### config.mk
export PLATFORM = sky130hd
export DESIGN_NAME = evd_stream_decoder
export DESIGN_NICKNAME = d
export VERILOG_FILES = /design/src/rtl/evd_pkg.sv /design/src/rtl/evd_code_matcher.sv /design/src/rtl/evd_sync_tracker.sv /design/src/rtl/evd_pixel_delay.sv /design/src/rtl/evd_stream_decoder.sv
export SDC_FILE = /design/constraint.sdc
export NUM_CORES = 1
export LEC_CHECK = 0
export CORE_MARGIN = 2
export CORE_UTILIZATION = 30
export CTS_BUF_LIST = sky130_fd_sc_hd__clkbuf_4 sky130_fd_sc_hd__clkbuf_8
export DETAILED_ROUTE_END_ITERATION = 16
export SETUP_SLACK_MARGIN = 0.02
export SLEW_MARGIN = 20
export SYNTH_ARGS = -nofsm -noshare
export SYNTH_HDL_FRONTEND = slang
export SYNTH_SLANG_ARGS = --single-unit
### constraint.sdc
create_clock -name clk_i -period 1 [get_ports clk_i]
set_input_delay 0.1 -clock clk_i [delete_from_list [all_inputs] [get_ports clk_i]]
set_output_delay 0.1 -clock clk_i [all_outputs]
set_load 0.02 [all_outputs]
### src/rtl/evd_pkg.sv
package evd_pkg;

  // Byte width of the video stream
  localparam int unsigned BYTE_W   = 8;
  // Reference code length in bytes and the preamble part of it
  localparam int unsigned CODE_LEN = 4;
  localparam int unsigned PRE_LEN  = CODE_LEN - 1;

  // Matcher progress through the preamble
  typedef enum logic [1:0] {
    M_HUNT  = 2'd0,
    M_LEAD  = 2'd1,
    M_ZERO1 = 2'd2,
    M_ZERO2 = 2'd3
  } match_st_e;

  // Decoded fields of the status byte that drive timing
  typedef struct packed {
    logic vblank;
    logic is_end;
  } code_info_t;

endpackage

### src/rtl/evd_code_matcher.sv
module evd_code_matcher
  import evd_pkg::*;
#(
  parameter int unsigned DATA_W = BYTE_W
) (
  input  logic              clk_i,
  input  logic              rst_ni,
  input  logic              en_i,
  input  logic [DATA_W-1:0] data_i,
  output logic              hit_o,
  output code_info_t        info_o
);

  localparam logic [DATA_W-1:0] LEAD_B = {DATA_W{1'b1}};
  localparam logic [DATA_W-1:0] ZERO_B = '0;
  localparam int unsigned       MARK_B = DATA_W - 1;
  localparam int unsigned       VBL_B  = DATA_W - 3;
  localparam int unsigned       END_B  = DATA_W - 4;

  match_st_e st_q, st_d;
  logic      hit_raw;

  always_comb begin
    st_d    = st_q;
    hit_raw = 1'b0;
    case (st_q)
      M_HUNT: begin
        if (data_i == LEAD_B) st_d = M_LEAD;
      end
      M_LEAD: begin
        if (data_i == ZERO_B)      st_d = M_ZERO1;
        else if (data_i == LEAD_B) st_d = M_LEAD;
        else                       st_d = M_HUNT;
      end
      M_ZERO1: begin
        if (data_i == ZERO_B)      st_d = M_ZERO2;
        else if (data_i == LEAD_B) st_d = M_LEAD;
        else                       st_d = M_HUNT;
      end
      M_ZERO2: begin
        // Any byte ends the code attempt; a marked byte completes it.
        // A lead byte always carries the mark, so it is a status, not a restart.
        st_d    = M_HUNT;
        hit_raw = data_i[MARK_B];
      end
      default: st_d = M_HUNT;
    endcase
  end

  always_ff @(posedge clk_i or negedge rst_ni) begin
    if (!rst_ni) begin
      st_q <= M_HUNT;
    end else if (en_i) begin
      st_q <= st_d;
    end
  end

  assign hit_o         = en_i & hit_raw;
  assign info_o.vblank = data_i[VBL_B];
  assign info_o.is_end = data_i[END_B];

endmodule

### src/rtl/evd_sync_tracker.sv
module evd_sync_tracker
  import evd_pkg::*;
(
  input  logic       clk_i,
  input  logic       rst_ni,
  input  logic       en_i,
  input  logic       hit_i,
  input  code_info_t info_i,
  output logic       win_o,
  output logic       sof_o,
  output logic       sol_o,
  output logic       evt_o
);

  logic locked_q, locked_d;
  logic blank_q,  blank_d;
  logic win_q,    win_d;
  logic sof_q,    sof_d;
  logic sol_q,    sol_d;
  logic evt_q,    evt_d;

  always_comb begin
    locked_d = locked_q;
    blank_d  = blank_q;
    win_d    = win_q;
    sof_d    = 1'b0;
    sol_d    = 1'b0;
    evt_d    = 1'b0;
    if (en_i && hit_i) begin
      evt_d = 1'b1;
      if (info_i.vblank) begin
        blank_d = 1'b1;
        win_d   = 1'b0;
      end else if (info_i.is_end) begin
        win_d   = 1'b0;
      end else begin
        if (blank_q) begin
          sof_d    = 1'b1;
          locked_d = 1'b1;
          blank_d  = 1'b0;
        end
        if (blank_q || locked_q) begin
          win_d = 1'b1;
          sol_d = 1'b1;
        end
      end
    end
  end

  // Timing state advances only on consumed bytes
  always_ff @(posedge clk_i or negedge rst_ni) begin
    if (!rst_ni) begin
      locked_q <= 1'b0;
      blank_q  <= 1'b0;
      win_q    <= 1'b0;
    end else if (en_i) begin
      locked_q <= locked_d;
      blank_q  <= blank_d;
      win_q    <= win_d;
    end
  end

  // Pulses are refreshed every cycle so they last a single cycle
  always_ff @(posedge clk_i or negedge rst_ni) begin
    if (!rst_ni) begin
      sof_q <= 1'b0;
      sol_q <= 1'b0;
      evt_q <= 1'b0;
    end else begin
      sof_q <= sof_d;
      sol_q <= sol_d;
      evt_q <= evt_d;
    end
  end

  assign win_o = win_q;
  assign sof_o = sof_q;
  assign sol_o = sol_q;
  assign evt_o = evt_q;

endmodule

### src/rtl/evd_pixel_delay.sv
module evd_pixel_delay
  import evd_pkg::*;
#(
  parameter int unsigned DATA_W = BYTE_W,
  parameter int unsigned DEPTH  = PRE_LEN
) (
  input  logic              clk_i,
  input  logic              rst_ni,
  input  logic              en_i,
  input  logic [DATA_W-1:0] data_i,
  input  logic              keep_i,
  input  logic              kill_i,
  output logic [DATA_W-1:0] pix_data_o,
  output logic              pix_valid_o
);

  localparam int unsigned LAST = DEPTH - 1;

  logic [DATA_W-1:0] stg_d_q [DEPTH];
  logic              stg_v_q [DEPTH];
  logic [DATA_W-1:0] stg_d_n [DEPTH];
  logic              stg_v_n [DEPTH];
  logic [DATA_W-1:0] out_d_q;
  logic              out_v_q, out_v_n;

  // Stage inputs: the newest byte enters stage 0; a completed code
  // clears the valid flags of the preamble bytes held in the stages.
  for (genvar g = 0; g < DEPTH; g++) begin : g_stage
    if (g == 0) begin : g_head
      assign stg_d_n[g] = data_i;
      assign stg_v_n[g] = keep_i;
    end else begin : g_body
      assign stg_d_n[g] = stg_d_q[g-1];
      assign stg_v_n[g] = stg_v_q[g-1] & ~kill_i;
    end
  end

  assign out_v_n = en_i & stg_v_q[LAST] & ~kill_i;

  always_ff @(posedge clk_i or negedge rst_ni) begin
    if (!rst_ni) begin
      for (int i = 0; i < DEPTH; i++) stg_v_q[i] <= 1'b0;
    end else if (en_i) begin
      for (int i = 0; i < DEPTH; i++) stg_v_q[i] <= stg_v_n[i];
    end
  end

  always_ff @(posedge clk_i) begin
    if (en_i) begin
      for (int i = 0; i < DEPTH; i++) stg_d_q[i] <= stg_d_n[i];
      out_d_q <= stg_d_q[LAST];
    end
  end

  always_ff @(posedge clk_i or negedge rst_ni) begin
    if (!rst_ni) begin
      out_v_q <= 1'b0;
    end else begin
      out_v_q <= out_v_n;
    end
  end

  assign pix_data_o  = out_d_q;
  assign pix_valid_o = out_v_q;

endmodule

### src/rtl/evd_stream_decoder.sv
module evd_stream_decoder
  import evd_pkg::*;
#(
  parameter int unsigned DATA_W     = BYTE_W,
  parameter int unsigned SYNC_STAGE = 2
) (
  input  logic              clk_i,
  input  logic              rst_ni,
  input  logic              en_i,
  input  logic [DATA_W-1:0] data_i,
  output logic [DATA_W-1:0] pix_data_o,
  output logic              pix_valid_o,
  output logic              sol_o,
  output logic              sof_o,
  output logic              delim_evt_o
);

  localparam int unsigned DLY_DEPTH = CODE_LEN - 1;

  // Reset: asserted asynchronously, released on the clock
  logic [SYNC_STAGE-1:0] rst_pipe_q;
  logic                  rst_sync_n;

  always_ff @(posedge clk_i or negedge rst_ni) begin
    if (!rst_ni) begin
      rst_pipe_q <= '0;
    end else begin
      rst_pipe_q <= {rst_pipe_q[SYNC_STAGE-2:0], 1'b1};
    end
  end

  assign rst_sync_n = rst_pipe_q[SYNC_STAGE-1];

  logic       code_hit;
  code_info_t code_info;
  logic       win_open;
  logic       keep_byte;

  evd_code_matcher #(
    .DATA_W (DATA_W)
  ) u_matcher (
    .clk_i  (clk_i),
    .rst_ni (rst_sync_n),
    .en_i   (en_i),
    .data_i (data_i),
    .hit_o  (code_hit),
    .info_o (code_info)
  );

  evd_sync_tracker u_tracker (
    .clk_i  (clk_i),
    .rst_ni (rst_sync_n),
    .en_i   (en_i),
    .hit_i  (code_hit),
    .info_i (code_info),
    .win_o  (win_open),
    .sof_o  (sof_o),
    .sol_o  (sol_o),
    .evt_o  (delim_evt_o)
  );

  assign keep_byte = win_open & ~code_hit;

  evd_pixel_delay #(
    .DATA_W (DATA_W),
    .DEPTH  (DLY_DEPTH)
  ) u_delay (
    .clk_i       (clk_i),
    .rst_ni      (rst_sync_n),
    .en_i        (en_i),
    .data_i      (data_i),
    .keep_i      (keep_byte),
    .kill_i      (code_hit),
    .pix_data_o  (pix_data_o),
    .pix_valid_o (pix_valid_o)
  );

endmodule

### After elaboration in Yosys (flattened, before gate mapping)

Memory sizes are Yosys's and may differ from the RTL's. A register that Yosys moved wholly into a read port is not among the register bits.
Cells that the tools add are included.

* bits in registers: 14
* bits in writable memories: 24
* input port bits: 11
* memories: 1

* equal/unequal tests: 6
* multiplexer cells: 22
* bitwise gates (word level): 9
* reduce and logical (&&, ||, !) cells: 9

Memories
* u_delay.stg_d_q: words 3, width 8, read ports 3, clocked after Yosys merged registers in 1, wr ports 3, line evd_pixel_delay.sv:19 `logic [DATA_W-1:0] stg_d_q [DEPTH];`

Operator list (number)
* $mux W1: 18
* $eq A8 B8 Y1 const B: 1
* $logic_not A8 Y1: 1
* $pmux W2 S4: 1
* $and A1 B1 Y1: 6
* $mux W2: 3
* $reduce_and A3 Y1: 2
* $reduce_and A5 Y1: 1
* $eq A2 B2 Y1 const B: 2
* $ne A2 B1 Y1 const B: 2
* $not A1 Y1: 3
* $reduce_bool A3 Y1: 1
* $eq A2 B1 Y1 const B: 1
* $logic_not A2 Y1: 1
* $reduce_and A2 Y1: 1
* $logic_and A1 B1 Y1: 1
* $logic_or A1 B1 Y1: 1

### Logic depth before layout (Yosys ltp)

Gate-level depths: netlist of the first run.

* depth in word-level cells: 5
* mapped depth: 4

### Modules after synthesis

From an unflattened synthesis of the first run, not the netlist that was laid out.

* cell total of the unflattened synthesis: 81
* area, all modules: 1570.3 um^2

Modules (own cells, without submodules)
* evd_pixel_delay: times used 1, cells each 42, area each 1113.6 um^2, sequential area each 1061.0 um^2
* evd_sync_tracker: times used 1, cells each 16, area each 220.2 um^2, sequential area each 150.1 um^2
* evd_code_matcher: times used 1, cells each 19, area each 168.9 um^2, sequential area each 50.0 um^2
* evd_stream_decoder: times used 1, cells each 4, area each 67.6 um^2, sequential area each 50.0 um^2

### Worst setup path after synthesis of the first run

OpenSTA, ideal clock, no wires.

* path type: flip-flop to flip-flop
* start point: register u_matcher.st_q[0]
* end point: register u_matcher.st_q[0]
* arrival time: 0.988 ns
* data required time: 0.904 ns
* path slack: -0.084 ns
* cell stages (with the launch flop): 4
* path buffers: 0
* path through: dfrtp_1 -> a211oi_1 -> nand3_1 -> a311oi_2

* cells in the longest elaborated chain, start to end: 3
* elaborated cells between the ends (all ways): 7
* classes of those cells: eq/ne: 4; mux: 1; reduce/logical: 2

Ends and longest elaborated chain
* start, declared: line evd_code_matcher.sv:20 `match_st_e st_q, st_d;`
* start signal, assigned: line evd_code_matcher.sv:54 `st_q <= st_d;`
* $logic_not A2 Y1: line evd_code_matcher.sv:26 `case (st_q)`
* $ne A2 B1 Y1 (no source line)
* $reduce_and A2 Y1 (no source line)

Parallel ways exist; a longest one is shown, timed or not.
A chain may end at the register's enable or synchronous reset.

### Final worst setup path of the first run

Ends and elaborated chain as after synthesis.

==> results of run 1 <==
[metal layers]
layer	vias to the layer above	track usage
li1	390	-
met1	414	0.1103
met2	34	0.1478
met3	7	0.03439
met4	0	0.07407
met5	-	0
[cell type report]
cell class                 count  area [µm²]  area share
sequential                    46        1311      0.6667
timing repair buffer          33       240.2      0.1221
multi-input combinational     33       231.5      0.1177
tap                           67       83.83     0.04262
clock buffer                   5       68.82     0.03499
clock inverter                 3       16.27    0.008270
inverter                       4       15.01    0.007634
[cells by family after synthesis]
kind of cell | Yosys count | share of synthesized area
compound gates | 11 | 0.04672
buf+inv | 5 | 0.01311
flops | 46 | 0.8590
other cells | 1 | 0.002457
simple gates | 21 | 0.07869
[registers in the layout (all words and copies together), names as in the netlist]
signal,count
u_delay.stg_d_q,24
u_delay.pix_data_o,8
u_delay.stg_v_q,3
rst_pipe_q,2
u_matcher.st_q,2
u_delay.pix_valid_o,1
u_tracker.blank_q,1
u_tracker.evt_o,1
u_tracker.locked_q,1
u_tracker.sof_o,1
u_tracker.sol_o,1
u_tracker.win_o,1
[placed cells by master, fill, tap and decap left out]
| cell | n |
|---|---|
| edfxtp_1 | 32 |
| dfrtp_1 | 14 |
| buf_2 | 13 |
| buf_4 | 10 |
| clkdlybuf4s50_1 | 9 |
| o21ai_0 | 5 |
| clkbuf_8 | 5 |
| nand3_1 | 4 |
| nor2_1 | 3 |
| nand2_1 | 3 |
| inv_1 | 3 |
| nand3_2 | 2 |
| nor4_2 | 2 |
| and4_1 | 2 |
| a21oi_1 | 2 |
| nand4_2 | 1 |
| inv_2 | 1 |
| and3_1 | 1 |
| and3_4 | 1 |
| a211oi_2 | 1 |
| nand2b_1 | 1 |
| a311oi_2 | 1 |
| o22a_1 | 1 |
| or2_1 | 1 |
| a21oi_2 | 1 |
| clkinv_2 | 1 |
| clkinvlp_4 | 1 |
| clkinv_1 | 1 |
| dlygate4sd3_1 | 1 |
| conb_1 | 1 |
[power by group]
part	internal, W	switching (W)
Clock	0.000478	0.000590
Combinational	0.0000841	0.000113
Sequential	0.00216	0.0000380
[metrics by stage]
stage                     hold WS [ps]  cell area (µm²)  setup WS, ps  cells    util
after floorplan                 -195.6             1536        -67.75     84       -
final                            206.4             1967        -143.8    191  0.4083
after CTS                        203.4             1946        -104.5    191  0.4039
after global placement           195.0             1906        -287.9    182  0.3956
after global routing             211.6             1967        -211.9    191  0.4083
after detailed placement         222.1             1906        -341.5    182  0.3956
[path summary, 6_finish.rpt]
check | slack (ps) | end | cells after the start
setup / recovery | -140 | u_matcher.st_q[0]$_DFFE_PN0P_ | 3
hold / removal | 210 | u_tracker.sol_o$_DFF_PN0_ | 3
setup reg to reg | -140 | u_matcher.st_q[0]$_DFFE_PN0P_ | 3
hold reg to reg | 220 | u_delay.stg_v_q[2]$_DFFE_PN0P_ | 0
max in group asynchronous | 400 | rst_pipe_q[0]$_DFF_PN0_ | 2
min in group asynchronous | 220 | u_delay.stg_v_q[2]$_DFFE_PN0P_ | 0
[what timing repair did]
item                                    in CTS  in global routing
resized for setup                           49                  4
hold endpoints to repair                     2                  0
gates cloned                                 0                  0
hold buffers                                 1                  0
pin swaps                                    1                  0
endpoints found under the setup margin      21                 10
[critical path: cells and delay by family, from the launching register on]
family	cells	cell delay (ps)
simple gates	1	120
compound gates	2	510
flops	1	420
==> metrics, run 1 <==
wire length of the first global-routing pass 3.829 mm; Detailed Route Iter0 Violations 52; router iterations before antenna repair 4; overall via count from detail_route 845; most common library cells after synthesis edfxtp_1, dfrtp_1, nand3_1; time the final worst path needs with I/O delays and setup 1144 ps; clock-pin slew on the worst setup and hold paths 80 ps; highest clock rate 874.2 MHz; cell type contributing the most total cell area after synthesis edfxtp_1; DIE AREA 5675 µm²; detailed-route wire length per cell 13.02 µm; via count of the first global-routing pass 844; status complete, but fails checks; class of the worst hold path in -> reg; global-route usage over all layers 0.09651; total number of clock tree sinks 46; CP Data Arrival Time 1350 ps; start point of the worst min-delay path en_i; number of pins with negative max-slew slack in the final report 0; primary flip-flop cell chosen by synthesis mapping edfxtp_1; post-synthesis cell count 84; number of fill cells 463; Setup crit start u_matcher.st_q[0]$_DFFE_PN0P_; chip width 75.33 µm; largest net degree at the start of global routing 19; maximum root-to-sink buffer count 2; max-cap check violation count 0; unrepaired setup endpoints after global routing true; count of final setup violators 3; Placement Rows 25; starting density of the core 0.3169; number of ports placed on the die boundary 23; Total Neg Setup Slack -275.1 ps; number of nets in the synthesized netlist 95; fin nets 134; crit end category flop; clk_lat worst skew 300 ps; CTS Buf Count 5; GRT overflow 0; metal3 WL 173 µm; share of synthesized area occupied by flip-flops and latches 0.8590; leading cell type by number of instances after synthesis edfxtp_1; H-tree levels 2; cells traversed along the worst timing path a211oi_2 -> nand3_2 -> a311oi_2; share of flip-flops with an asynchronous set or reset 0.3043; post-route ant nets 0; WP data required 1210 ps; final clock period utilization by the worst path 1.144; startpoint of the most critical register-to-register path u_matcher.st_q[0]$_DFFE_PN0P_; per-cell via count in the routed design 4.424; met1 wire length 1.037 mm; biggest area contributors in the synthesized netlist edfxtp_1, dfrtp_1, nand3_1; worst stage delay on the critical path 420 ps; post-synthesis to final-layout area growth 28.85%; HPWL reported at the end of detailed placement 1.622 mm; count of input and output buffers 22; library cell contributing the largest single delay on the critical path dfrtp_1; violated checks negative setup slack; Max transition margin 0.6518; Unique masters post-synth 20; mean instance size in the synthesized netlist 18.17 µm²; top cell type's share of synthesized area 0.6295; Max Used Layer met4; Setup CP Type reg -> reg; clock tree from TritonCTS done; DRC 0; skew final 7.425 ps; number of diodes 0; final wirelength 2.487 mm; power density normalized to cell area 1759 nW/µm²; Tightest Pin Transition 522.3 ps; metal2 WL 1.207 mm; count of warnings emitted by yosys 0; # Post-CTS Setup Buffers 0; layout cell share with drive strength beyond 1 0.3226; largest fanout of any net on the critical path 3; number of hold-slack violations in the final timing report 0; total power 0.003459 W; Post-Synthesis Cell Area 1526 µm²; number of antenna violations at the first check in global routing 0; EDFF count, synth 32; area of the core 4817 µm²; gpl congestion 0.8804; clock tree root buffer cell clkbuf_8; highest ir drop seen on vdd 0.7411 mV; fin worst setup slack -143.8 ps; Setup crit start kind flop; Yosys reg bits 46; Die Height 75.33 µm; leak pwr 0.7639 nW
No activity file was read; power rests on OpenSTA's default activity.
==> inputs of run 2 (changes only) <==
--- a/config.mk
+++ b/config.mk
@@ -5,10 +5,13 @@
 export SDC_FILE = /design/constraint.sdc
 export NUM_CORES = 1
 export LEC_CHECK = 0
+export CELL_PAD_IN_SITES_DETAIL_PLACEMENT = 1
+export CELL_PAD_IN_SITES_GLOBAL_PLACEMENT = 2
 export CORE_MARGIN = 2
 export CORE_UTILIZATION = 30
 export CTS_BUF_LIST = sky130_fd_sc_hd__clkbuf_4 sky130_fd_sc_hd__clkbuf_8
 export DETAILED_ROUTE_END_ITERATION = 16
+export PLACE_DENSITY_LB_ADDON = 0.1
 export SETUP_SLACK_MARGIN = 0.02
 export SLEW_MARGIN = 20
 export SYNTH_ARGS = -nofsm -noshare
==> metrics, run 2 (synthesis gave the netlist of run 1 again) <==
area of placed instances 1898 µm²; status complete, but fails checks; largest net degree at the start of global routing 22; HPWL reported at the end of detailed placement 1.786 mm; Max transition margin 0.6591; time the final worst path needs with I/O delays and setup 1166 ps; Die Height 75.33 µm; largest fanout of any net on the critical path 3; detailed-route wire length per cell 13.26 µm; CTS Buf Count 5; H-tree levels 2; WP data required 1200 ps; Tightest Pin Transition 511.3 ps; per-cell via count in the routed design 4.318; wire length of the first global-routing pass 4.133 mm; class of the worst hold path in -> reg; worst-case reg-to-reg path depth 3; final wirelength 2.545 mm; global-route usage over all layers 0.1039; post-route ant nets 0; violated checks negative setup slack; maximum root-to-sink buffer count 2; DIE AREA 5675 µm²; max-cap check violation count 0; skew final 6.540 ps; area of the core 4817 µm²; leak pwr 0.7934 nW; Placement Rows 25; number of fill cells 508; Total Neg Setup Slack -525.4 ps; unrepaired setup endpoints after global routing true; clock-pin slew on the worst setup and hold paths 80 ps; chip width 75.33 µm; overall via count from detail_route 829; via count of the first global-routing pass 871; count of final setup violators 7; layout cell share with drive strength beyond 1 0.3120; fin nets 135; total number of clock tree sinks 46; startpoint of the most critical register-to-register path u_matcher.st_q[0]$_DFFE_PN0P_; number of hold-slack violations in the final timing report 0; most frequent cells in the layout edfxtp_1, dfrtp_1, buf_2, buf_4, clkdlybuf4s50_1; number of antenna violations at the first check in global routing 0; most common cell after layout, fill and taps aside edfxtp_1; R2R Path End u_matcher.st_q[0]$_DFFE_PN0P_; number of diodes 0; power density normalized to cell area 1968 nW/µm²; Setup CP Type reg -> reg; highest clock rate 857.5 MHz; number of pins with negative max-slew slack in the final report 0; post-synthesis to final-layout area growth 31.97%; Setup crit start kind flop; number of ports placed on the die boundary 23; gpl congestion 0.7607; clock tree from TritonCTS done; fin worst setup slack -166.2 ps; GRT overflow 0; crit end category flop; clk_lat worst skew 290 ps; Detailed Route Iter0 Violations 53; final non-filler cell area 2014 µm²; count of input and output buffers 22; router iterations before antenna repair 4; DRC 0; Setup crit start u_matcher.st_q[0]$_DFFE_PN0P_; CP Data Arrival Time 1360 ps; max reg flops 24; highest ir drop seen on vdd 0.6950 mV; starting density of the core 0.3169; Most flops, register u_delay.stg_d_q; final clock period utilization by the worst path 1.166; clock tree root buffer cell clkbuf_8; capturing element of the worst setup path u_matcher.st_q[0]$_DFFE_PN0P_; flop2flop setup slack -170 ps
## run 2: layer usage
metal,global-route usage,up-vias,share of wire
met5,0,-,0
met4,0.04678,0,0.020
met3,0.03968,6,0.043
met2,0.1787,15,0.52
met1,0.1141,417,0.42
li1,-,391,-
## run 2: through the flow
step	std cells	setup WS [ps]	hold slack [ps]	utilization	power [W]
after floorplan	84	-67.75	-195.6	-	0.002284
after global placement	181	-349.2	221.6	0.3940	0.002432
after detailed placement	181	-463.9	219.7	0.3940	0.002443
after CTS	192	-169.7	178.3	0.4169	0.004037
after global routing	192	-233.1	184.8	0.4182	0.004161
final	192	-166.2	188.0	0.4182	0.003965
## run 2: worst min path at each step
stage	startpoint	to	slack, ps	cells after the start
after floorplan	rst_ni	rst_pipe_q[0]$_DFF_PN0_	-200	0
after global placement	rst_pipe_q[1]$_DFF_PN0_	u_tracker.sol_o$_DFF_PN0_	220	0
after detailed placement	rst_pipe_q[1]$_DFF_PN0_	u_tracker.evt_o$_DFF_PN0_	220	0
after CTS	en_i	u_tracker.sol_o$_DFF_PN0_	180	3
after global routing	en_i	u_tracker.sol_o$_DFF_PN0_	180	3
final	en_i	u_tracker.sol_o$_DFF_PN0_	190	3
## run 2: final cells by class
cell class / count / area (µm²) / share of cell area
Clock buffer: 5 / 68.82 / 0.03416
Multi-Input combinational cell: 33 / 220.2 / 0.1093
Clock inverter: 3 / 63.81 / 0.03168
Tap cell: 67 / 83.83 / 0.04161
Inverter: 4 / 15.01 / 0.007453
Sequential cell: 46 / 1311 / 0.6509
Timing Repair Buffer: 34 / 251.5 / 0.1248
## run 2: power breakdown
group	internal [W]	switching, W
combinational	0.0000844	0.000110
sequential	0.00216	0.0000376
clock	0.000988	0.000588
## run 2: worst max-delay path, stage by stage, from the launching register on
cell,delay [ps]
dfrtp_1,430
a211oi_2,240
nand3_1,130
a311oi_2,280
## run 2: repair_timing
action                                 CTS  global route
pin swaps                                1             0
setup endpoints to repair               21            11
endpoints found under the hold margin    2             0
resized for setup                       52             1
cloned                                   0             0
hold buffers                             1             0
setup buffers                            2             0
==> inputs of run 3 (changes only) <==
--- a/config.mk
+++ b/config.mk
@@ -8,7 +8,7 @@
 export CELL_PAD_IN_SITES_DETAIL_PLACEMENT = 1
 export CELL_PAD_IN_SITES_GLOBAL_PLACEMENT = 2
 export CORE_MARGIN = 2
-export CORE_UTILIZATION = 30
+export CORE_UTILIZATION = 40
 export CTS_BUF_LIST = sky130_fd_sc_hd__clkbuf_4 sky130_fd_sc_hd__clkbuf_8
 export DETAILED_ROUTE_END_ITERATION = 16
 export PLACE_DENSITY_LB_ADDON = 0.1
==> metrics, run 3 (synthesis gave the netlist of run 1 again) <==
status complete, but fails checks; violated checks negative setup slack; number of hold-slack violations in the final timing report 0; WP data required 1200 ps; number of antenna violations at the first check in global routing 0; area of the core 3661 µm²; worst-case reg-to-reg path depth 3; highest ir drop seen on vdd 1.051 mV; Most flops, register u_delay.stg_d_q; count of final setup violators 5; clock tree from TritonCTS done; final wirelength 2.507 mm; crit end category flop; total number of clock tree sinks 46; area of placed instances 1879 µm²; post-route ant nets 0; worst hold margin 196.1 ps; detailed-route wire length per cell 14.75 µm; time the final worst path needs with I/O delays and setup 1147 ps; number of diodes 0; largest net degree at the start of global routing 24; via count of the first global-routing pass 882; per-cell via count in the routed design 4.853; Total Neg Setup Slack -311.2 ps; count of input and output buffers 22; Placement Rows 22; Setup CP Type in -> reg; skew final 3.454 ps; gpl congestion 0.7672; most used routing layer in global routing met2; final non-filler cell area 1931 µm²; most common cell after layout, fill and taps aside edfxtp_1; global-route track usage on met2 0.2247; final clock period utilization by the worst path 1.147; layout cell share with drive strength beyond 1 0.2951; H-tree levels 2; global-route usage over all layers 0.1426; clock-pin slew on the worst setup and hold paths 80 ps; largest fanout of any net on the critical path 5; fin nets 132; fin worst setup slack -147.2 ps; minimum setup slack after placement -416.4 ps; starting density of the core 0.4170; CP Data Arrival Time 1350 ps; class of the worst hold path reg -> async; # Post-CTS Setup Buffers 0; router iterations before antenna repair 4; number of pins with negative max-slew slack in the final report 0; overall via count from detail_route 825; Detailed Route Iter0 Violations 60; DIE AREA 4326 µm²; global-route track usage on met3 0.06303; met1 layer usage reported by global route 0.1610; unrepaired setup endpoints after global routing true; CTS Buf Count 5; maximum root-to-sink buffer count 2; DRC 0; clk_lat worst skew 290 ps; clock tree root buffer cell clkbuf_8; post-synthesis to final-layout area growth 26.48%; Die Height 65.78 µm; number of ports placed on the die boundary 23; chip width 65.78 µm; power density normalized to cell area 1810 nW/µm²; max-cap check violation count 0; leak pwr 0.7659 nW; max reg flops 24; wire length of the first global-routing pass 4.257 mm; most frequent cells in the layout edfxtp_1, dfrtp_1, buf_2, clkdlybuf4s50_1, buf_4; highest clock rate 871.7 MHz; GRT overflow 0; Setup crit start kind input pin
-- run 3: cell count changes in the layout (fill, tap and decap cells not counted), sizes merged --
cell    delta
bufinv     -2
clkbuf     +1
buf        -3
clkinv     +1
-- run 3: path summary, 6_finish.rpt --
kind | startpoint | end | slack [ps]
worst max-delay path | data_i[7] | u_matcher.st_q[0]$_DFFE_PN0P_ | -150
worst min-delay path | rst_pipe_q[1]$_DFF_PN0_ | u_delay.stg_v_q[2]$_DFFE_PN0P_ | 200
worst max register to register | u_matcher.st_q[0]$_DFFE_PN0P_ | u_matcher.st_q[0]$_DFFE_PN0P_ | -140
worst min register to register | rst_pipe_q[1]$_DFF_PN0_ | u_delay.stg_v_q[2]$_DFFE_PN0P_ | 200
max in group asynchronous | rst_ni | rst_pipe_q[1]$_DFF_PN0_ | 390
min in group clk_i | en_i | u_tracker.sol_o$_DFF_PN0_ | 210
-- run 3: final cells by class --
type	count	area, µm²
clock buffer	6	76.32
fill	369	1730
inverter	4	15.01
sequential	46	1311
multi-input combinational	33	216.5
tap	48	60.06
clock inverter	2	13.76
timing repair buffer	31	237.7
-- run 3: worst max-delay path, cell delays in order --
cell	delay [ps]
clkdlybuf4s50_1	510
nor4_1	310
nand3_1	160
a311oi_2	260
-- run 3: per-layer routing --
layer / wire [µm] / share of wire
met4: 57 / 0.023
met1: 979 / 0.39
met2: 1310 / 0.52
met5: 0 / 0
met3: 160 / 0.064
-- run 3: stage by stage --
stage,total power [W],instances,util
floorplan,0.002284,84,-
global placement,0.002432,161,0.5133
detailed placement,0.002447,161,0.5133
CTS,0.003551,170,0.5273
global route,0.003677,170,0.5273
finish,0.003495,170,0.5273
-- run 3: repair_timing --
item	in CTS	in global routing
resized for setup	50	0
hold endpoints to repair	2	0
endpoints found under the setup margin	21	11
hold buffers	1	0
pin swaps	0	0
-- run 3: report_power, final --
| group | internal [W] | switching, W | leakage [nW] |
|---|---|---|---|
| logic | 0.0000834 | 0.000109 | 0.214 |
| registers | 0.00216 | 0.0000396 | 0.503 |
| clock network | 0.000520 | 0.000586 | 0.0486 |
